`src/rtl/acq_trig_pkg.sv`:
```
package acq_trig_pkg;

  localparam int MODE_W = 4;

  typedef enum logic [MODE_W-1:0] {
    TRG_SOFT     = 4'd0,
    TRG_A_RISE   = 4'd1,
    TRG_A_FALL   = 4'd2,
    TRG_B_RISE   = 4'd3,
    TRG_B_FALL   = 4'd4,
    TRG_EXT_RISE = 4'd5,
    TRG_EXT_FALL = 4'd6,
    TRG_PATTERN  = 4'd7
  } trg_mode_e;

  localparam int NUM_CH = 2;

  typedef struct packed {
    logic [NUM_CH-1:0] ch_rise;
    logic [NUM_CH-1:0] ch_fall;
    logic              ext_rise;
    logic              ext_fall;
    logic              pat_hit;
  } trg_cond_t;

endpackage

```
`src/rtl/acq_trig_sync.sv`:
```
module acq_trig_sync #(
  parameter int STAGES = 2
) (
  input  logic clk,
  input  logic rst_n,
  input  logic async_in,
  output logic edge_rise,
  output logic edge_fall
);

  logic [STAGES-1:0] chain_q;
  logic              last_q;

  always_ff @(posedge clk) begin
    if (!rst_n) chain_q[0] <= 1'b0;
    else        chain_q[0] <= async_in;
  end

  for (genvar s = 1; s < STAGES; s++) begin : g_stage
    always_ff @(posedge clk) begin
      if (!rst_n) chain_q[s] <= 1'b0;
      else        chain_q[s] <= chain_q[s-1];
    end
  end

  always_ff @(posedge clk) begin
    if (!rst_n) last_q <= 1'b0;
    else        last_q <= chain_q[STAGES-1];
  end

  assign edge_rise = chain_q[STAGES-1] & ~last_q;
  assign edge_fall = ~chain_q[STAGES-1] & last_q;

  AST_EDGE_ONE_CYCLE: assert property (@(posedge clk) disable iff (!rst_n)
    edge_rise |=> !edge_rise);

  AST_FALL_ONE_CYCLE: assert property (@(posedge clk) disable iff (!rst_n)
    edge_fall |=> !edge_fall);

endmodule

```
`src/rtl/acq_trig_cross.sv`:
```
module acq_trig_cross #(
  parameter int SAMPLE_W = 12
) (
  input  logic                clk,
  input  logic                rst_n,
  input  logic                clear,
  input  logic                enable,
  input  logic                smp_valid,
  input  logic [SAMPLE_W-1:0] smp,
  input  logic [SAMPLE_W-1:0] level,
  output logic                cross_rise,
  output logic                cross_fall
);

  logic signed [SAMPLE_W-1:0] prev_q;
  logic                       have_prev_q;
  logic signed [SAMPLE_W-1:0] cur_s;
  logic signed [SAMPLE_W-1:0] lvl_s;
  logic                       prev_below;
  logic                       cur_below;
  logic                       take;

  assign cur_s = $signed(smp);
  assign lvl_s = $signed(level);
  assign take  = enable & smp_valid;

  always_ff @(posedge clk) begin
    if (!rst_n) begin
      prev_q      <= '0;
      have_prev_q <= 1'b0;
    end else if (clear) begin
      have_prev_q <= 1'b0;
    end else if (take) begin
      prev_q      <= cur_s;
      have_prev_q <= 1'b1;
    end
  end

  always_comb begin
    prev_below = (prev_q < lvl_s);
    cur_below  = (cur_s < lvl_s);
    cross_rise = take & have_prev_q &  prev_below & ~cur_below;
    cross_fall = take & have_prev_q & ~prev_below &  cur_below;
  end

  AST_NO_CROSS_FIRST: assert property (@(posedge clk) disable iff (!rst_n)
    clear |=> !(cross_rise || cross_fall));

  AST_CROSS_NEEDS_BEAT: assert property (@(posedge clk) disable iff (!rst_n)
    (cross_rise || cross_fall) |-> smp_valid);

endmodule

```
`src/rtl/acq_trig_match.sv`:
```
module acq_trig_match #(
  parameter int DIG_W    = 8,
  parameter int NARROW_W = 4
) (
  input  logic [DIG_W-1:0] dig_in,
  input  logic [DIG_W-1:0] pattern,
  input  logic             narrow,
  output logic             hit
);

  localparam logic [DIG_W-1:0] WIDE_MASK   = {DIG_W{1'b1}};
  localparam logic [DIG_W-1:0] NARROW_MASK = WIDE_MASK >> (DIG_W - NARROW_W);

  logic [DIG_W-1:0] mask;
  logic [DIG_W-1:0] diff;

  assign mask = narrow ? NARROW_MASK : WIDE_MASK;
  assign diff = (dig_in ^ pattern) & mask;
  assign hit  = (diff == '0);

endmodule

```
`src/rtl/acq_trig_ctrl.sv`:
```
module acq_trig_ctrl
  import acq_trig_pkg::*;
(
  input  logic              clk,
  input  logic              rst_n,
  input  logic              arm,
  input  logic [MODE_W-1:0] mode,
  input  trg_cond_t         cond,
  input  logic              pin_is_input,
  output logic              armed,
  output logic              triggered,
  output logic              trig_event,
  output logic              trig_out
);

  logic [MODE_W-1:0] mode_q;
  logic              armed_q;
  logic              trig_q;
  logic              event_q;
  logic              out_q;
  logic              hit;
  logic              fire;

  always_comb begin
    case (mode_q)
      TRG_SOFT:     hit = 1'b1;
      TRG_A_RISE:   hit = cond.ch_rise[0];
      TRG_A_FALL:   hit = cond.ch_fall[0];
      TRG_B_RISE:   hit = cond.ch_rise[1];
      TRG_B_FALL:   hit = cond.ch_fall[1];
      TRG_EXT_RISE: hit = cond.ext_rise;
      TRG_EXT_FALL: hit = cond.ext_fall;
      TRG_PATTERN:  hit = cond.pat_hit;
      default:      hit = 1'b0;
    endcase
  end

  assign fire = armed_q & hit;

  always_ff @(posedge clk) begin
    if (!rst_n) begin
      mode_q  <= '0;
      armed_q <= 1'b0;
      trig_q  <= 1'b0;
      event_q <= 1'b0;
      out_q   <= 1'b0;
    end else if (arm) begin
      mode_q  <= mode;
      armed_q <= 1'b1;
      trig_q  <= 1'b0;
      event_q <= 1'b0;
      out_q   <= 1'b0;
    end else if (fire) begin
      armed_q <= 1'b0;
      trig_q  <= 1'b1;
      event_q <= 1'b1;
      out_q   <= 1'b1;
    end else begin
      event_q <= 1'b0;
    end
  end

  assign armed      = armed_q;
  assign triggered  = trig_q;
  assign trig_event = event_q;
  assign trig_out   = out_q & ~pin_is_input;

  AST_NO_FIRE_IDLE: assert property (@(posedge clk) disable iff (!rst_n)
    (!armed_q && !arm) |=> !trig_event);

  AST_SINGLE_PULSE: assert property (@(posedge clk) disable iff (!rst_n)
    trig_event |=> !trig_event);

  AST_EVENT_SETS_FLAG: assert property (@(posedge clk) disable iff (!rst_n)
    trig_event |-> (triggered && !armed));

  AST_OUT_HOLD: assert property (@(posedge clk) disable iff (!rst_n)
    (out_q && !arm) |=> out_q);

  AST_ARM_TAKES: assert property (@(posedge clk) disable iff (!rst_n)
    arm |=> (armed && !triggered));

endmodule

```
`src/rtl/acq_trigger_unit.sv`:
```
module acq_trigger_unit
  import acq_trig_pkg::*;
#(
  parameter int SAMPLE_W    = 12,
  parameter int DIG_W       = 8,
  parameter int NARROW_W    = 4,
  parameter int SYNC_STAGES = 2
) (
  input  logic                clk,
  input  logic                rst_n,
  input  logic                arm,
  input  logic [3:0]          mode,
  input  logic [SAMPLE_W-1:0] level,
  input  logic [DIG_W-1:0]    pattern,
  input  logic                interlace,
  input  logic                trig_pin_is_input,
  input  logic                smp_valid,
  output logic                smp_ready,
  input  logic [SAMPLE_W-1:0] smp_ch_a,
  input  logic [SAMPLE_W-1:0] smp_ch_b,
  input  logic                ttl_in,
  input  logic [DIG_W-1:0]    dig_in,
  output logic                trig_event,
  output logic                trig_out,
  output logic                armed,
  output logic                triggered
);

  trg_cond_t                  cond;
  logic [SAMPLE_W-1:0]        ch_smp [NUM_CH];
  logic                       armed_int;

  assign smp_ready = 1'b1;
  assign ch_smp[0] = smp_ch_a;
  assign ch_smp[1] = smp_ch_b;

  for (genvar c = 0; c < NUM_CH; c++) begin : g_ch
    acq_trig_cross #(.SAMPLE_W(SAMPLE_W)) u_cross (
      .clk        (clk),
      .rst_n      (rst_n),
      .clear      (arm),
      .enable     (armed_int),
      .smp_valid  (smp_valid),
      .smp        (ch_smp[c]),
      .level      (level),
      .cross_rise (cond.ch_rise[c]),
      .cross_fall (cond.ch_fall[c])
    );
  end

  acq_trig_sync #(.STAGES(SYNC_STAGES)) u_sync (
    .clk       (clk),
    .rst_n     (rst_n),
    .async_in  (ttl_in),
    .edge_rise (cond.ext_rise),
    .edge_fall (cond.ext_fall)
  );

  acq_trig_match #(.DIG_W(DIG_W), .NARROW_W(NARROW_W)) u_match (
    .dig_in  (dig_in),
    .pattern (pattern),
    .narrow  (interlace),
    .hit     (cond.pat_hit)
  );

  acq_trig_ctrl u_ctrl (
    .clk          (clk),
    .rst_n        (rst_n),
    .arm          (arm),
    .mode         (mode),
    .cond         (cond),
    .pin_is_input (trig_pin_is_input),
    .armed        (armed_int),
    .triggered    (triggered),
    .trig_event   (trig_event),
    .trig_out     (trig_out)
  );

  assign armed = armed_int;

  AST_OUT_WITH_EVENT: assert property (@(posedge clk) disable iff (!rst_n)
    (trig_event && !trig_pin_is_input) |-> trig_out);

endmodule

```
`config.mk`:
```
export PLATFORM = sky130hd
export DESIGN_NAME = acq_trigger_unit
export DESIGN_NICKNAME = d
export VERILOG_FILES = /design/src/rtl/acq_trig_pkg.sv /design/src/rtl/acq_trig_sync.sv /design/src/rtl/acq_trig_cross.sv /design/src/rtl/acq_trig_match.sv /design/src/rtl/acq_trig_ctrl.sv /design/src/rtl/acq_trigger_unit.sv
export SDC_FILE = /design/constraint.sdc
export NUM_CORES = 1
export LEC_CHECK = 0
export CORE_MARGIN = 2
export CORE_UTILIZATION = 35
export CTS_BUF_LIST = sky130_fd_sc_hd__clkbuf_8
export DETAILED_ROUTE_END_ITERATION = 7
export PLACE_DENSITY_LB_ADDON = 0.2
export SETUP_SLACK_MARGIN = 0.5
export SYNTH_ARGS = -nofsm -noshare
export SYNTH_HDL_FRONTEND = slang
export SYNTH_SLANG_ARGS = --single-unit
```
`constraint.sdc`:
```
create_clock -name clk -period 2.3 [get_ports clk]
set_clock_uncertainty 0.05 [all_clocks]
set_input_delay 0.23 -clock clk [delete_from_list [all_inputs] [get_ports clk]]
set_output_delay 0.23 -clock clk [all_outputs]
set_load 0.005 [all_outputs]
```
==> impl_metrics.tcl <==
set metrics [dict create \
    status "finished, final reports clean" \
    pin_count 68 \
    finalSetupTns_ns 0 \
    slew_headroom_pct 64.88 \
    worst_slew_pin_slew_ns 0.5268 \
    tritoncts "built" \
    placed_area_um2 3501 \
    postRouteAntennaNets 0 \
    fp.dieW_um 88.18 \
    synthTopCellsByCount "61 x nand2_1, 44 x ha_1, 35 x dfxtp_1, 24 x a21boi_0" \
    vias_per_cell 4.902 \
    grt_pass1_vias 2484 \
    crit_chain "clkdlybuf4s15_1 -> inv_2 -> ha_4 -> a21o_1 -> a21oi_2 -> o21ai_2 -> or3_4 -> a2111o_1 -> and3_4 -> a32o_1" \
    yosysMostFrequentCell "nand2_1" \
    clock_path_buffers 2 \
    fmax_mhz 455.1 \
    multi_input_area_um2 2041 \
    num-fill-cells 638 \
    grt_overflow 0 \
    ctsHoldBuffers 0 \
    synthesis.area_um2 2480 \
    crit_path_top_delay_cell "or3_4" \
    p_seq_share_pct 37.8 \
    p_total_mw 1.701 \
    first_pass_iters 4 \
    fin_crit_sh_pct 95.53 \
    worstSetupPathType "in -> reg" \
    power_frac_comb_pct 28.9 \
    die-height_um 88.18 \
    critical_path.max_stage_delay_ns 0.37 \
    synthArstFlopShare_pct 0 \
    cp_top_family "compound AO/OA/AOI/OAI gates" \
    period_minus_slack_ns 2.197 \
    syn_nets 406 \
    p_int_mw 1.229 \
    finalHoldViolations 0 \
    routed_wl_um 7093 \
    initial_utilization_pct 36.30 \
    drv_slew 0 \
    cts_htree_levels 2 \
    hp-class "in -> reg" \
    ys_warn_count 0 \
    cts.sinks 35 \
    clk_pin_slew_worst_paths_ns 0.08 \
    reg2reg_depth 8 \
    synth_xor_area_share_pct 2.825 \
    antenna_found_initial 0 \
    drc_errors 0 \
    place_hpwl_um 5153 \
    final_nets 510 \
    wl_per_cell_um 14.19 \
    worstPathRequired_ns 2.44 \
    start_kind "primary input" \
    track_usage_pct 18.69 \
    syn_inst 299 \
    post_route_cells_drive_above_1_share_pct 28.96 \
    synth_area_leaders "dfxtp_1 28%, ha_1 22%, nand2_1 9.2%" \
    place_congestion 0.8456 \
    cts-root-buf "clkbuf_8" \
    arrival_ns 2.34 \
    min_path_cells 3 \
    synth_top_area_share_pct 28.25 \
    end_kind "register" \
    ys_types 41 \
    synth_area_per_cell_um2 8.294 \
    vias 2451 \
    synth_edf_count 0 \
    synthMuxAreaShare_pct 2.018 \
    rsz0062_at_grt "true" \
    antenna_cells 0 \
    core_region_area_um2 6832 \
    grt_pass1_wl_um 11300 \
    clkPwrFrac_pct 33.3 \
    powerDensity_nw_per_um2 426.8 \
    p_sw_share_pct 27.77 \
    synthAdderAreaFrac_pct 22.20 \
    synth-seq-cells 35 \
    drv_cap 0 \
    place.port_buffers 66 \
    ir_drop_uv 227.4 \
    seqCellArea_um2 701.9 \
    post-route-cell-area_um2 3986 \
    crit_cells 10 \
    ys.flop_type "dfxtp_1" \
    die-area_um2 7775 \
    area_growth_pct 60.75 \
    synth_top_family_by_area "adder cells" \
    synth_area_leader_cell "dfxtp_1" \
    path_buf_inv 2 \
    drt_iter0_drc 60 \
    p_leak_nw 1.641 \
    fin_util_pct 58.35 \
    clk_latency_ns 0.29 \
    report.final.setup_viol 0 \
    hold_ws_ns 0.1646 \
    yosysSeqAreaShare_pct 28.25 \
    synth_compound_area_share_pct 20.69 \
    numCtsBuffers 5 \
    switchingPower_mw 0.4725 \
    crit_fanout 3 \
    rows 30 \
    synthSimpleGateAreaFrac_pct 19.78 \
    grt_max_degree 25 \
]
## power by group through the flow
stage | combinational [mW] | clock, mW | sequential (mW)
2_1_floorplan | 0.188 | 0 | 0.652
3_3_place_gp | 0.405 | 0 | 0.656
4_1_cts | 0.470 | 0.582 | 0.643
6_report | 0.491 | 0.567 | 0.644
5_1_grt | 0.542 | 0.618 | 0.646
3_5_place_dp | 0.410 | 0 | 0.656
## layout make-up
class / instances / area share, %
clock buffer: 5 / 1.726
clock inverter: 3 / 1.099
inverter: 16 / 1.601
multi-input combinational: 238 / 51.19
sequential: 35 / 17.61
tap: 96 / 3.013
timing repair buffer: 107 / 23.76
## tightest hold or removal path, cell delays in order
cell and delay [ns]:
clkbuf_2 0.11, nand2_1 0.06, a21boi_0 0.07
## worst paths after layout
path                         startpoint                   endpoint  slack [ns]
max                            level[5]               u_ctrl.armed        0.10
min                         smp_ch_b[8]  g_ch[1].u_cross.prev_q[8]        0.16
max reg2reg  g_ch[1].u_cross.prev_q[11]               u_ctrl.armed        0.12
min reg2reg           u_sync.chain_q[0]          u_sync.chain_q[1]        0.39
## layer usage
layer,global-route usage [%],routed length [µm]
met5,0,0
met4,6.061,90
met3,3.016,265
met2,32.19,3438
met1,23.80,3299
## what timing repair did
| action | CTS | global route |
|---|---|---|
| pin swaps | 27 | 25 |
| buffers inserted | 4 | 4 |
| gates cloned | 0 | 0 |
| resized for setup | 76 | 41 |
| setup endpoints to repair | 3 | 3 |
## cell families after synthesis
kind of cell    count (synthesis)
xor+xnor                        8
fa+ha+maj                      44
flops                          35
simple gates                  106
other cells                     1
compound gates                 74
buf+inv                        26
mux                             5
## metrics by stage
step	worst slack [ns]	instances
5_1_grt	0.02634	500
6_report	0.1029	500
4_1_cts	0.03851	496
2_1_floorplan	0.1352	299
3_3_place_gp	-0.5187	484
3_5_place_dp	-0.5204	484
## cell usage in the layout, fill, tap and decap left out, drive strengths merged, types with 2 or more instances in the layout
master          n
nand2          61
ha             44
buf            43
clkdlybuf4s50  39
dfxtp          35
a21boi         24
a21oi          16
inv            15
nor2           13
clkbuf         13
o21ai          11
dlymetal6s2s    8
nor2b           7
xnor2           7
clkdlybuf4s15   5
mux2i           5
nand4           4
and2            4
dlygate4sd2     4
a2111oi         4
a21o            3
nand2b          3
nor4            3
or2             2
nand4b          2
nor3b           2
o211ai          2
a211oi          2
a2111o          2
o311ai          2
nand3           2
a31oi           2
clkinv          2
## state kept, by name, indices dropped and copies added (netlist names)
| signal | cells |
|---|---|
| u_ctrl.triggered | 1 |
| g_ch.u_cross.prev_q | 24 |
| u_sync.chain_q | 2 |
| u_ctrl.trig_event | 1 |
| u_ctrl.mode_q | 4 |
| u_sync.last_q | 1 |
| u_ctrl.armed | 1 |
| g_ch.u_cross.have_prev_q | 1 |
(Power assumes the default switching activity.)
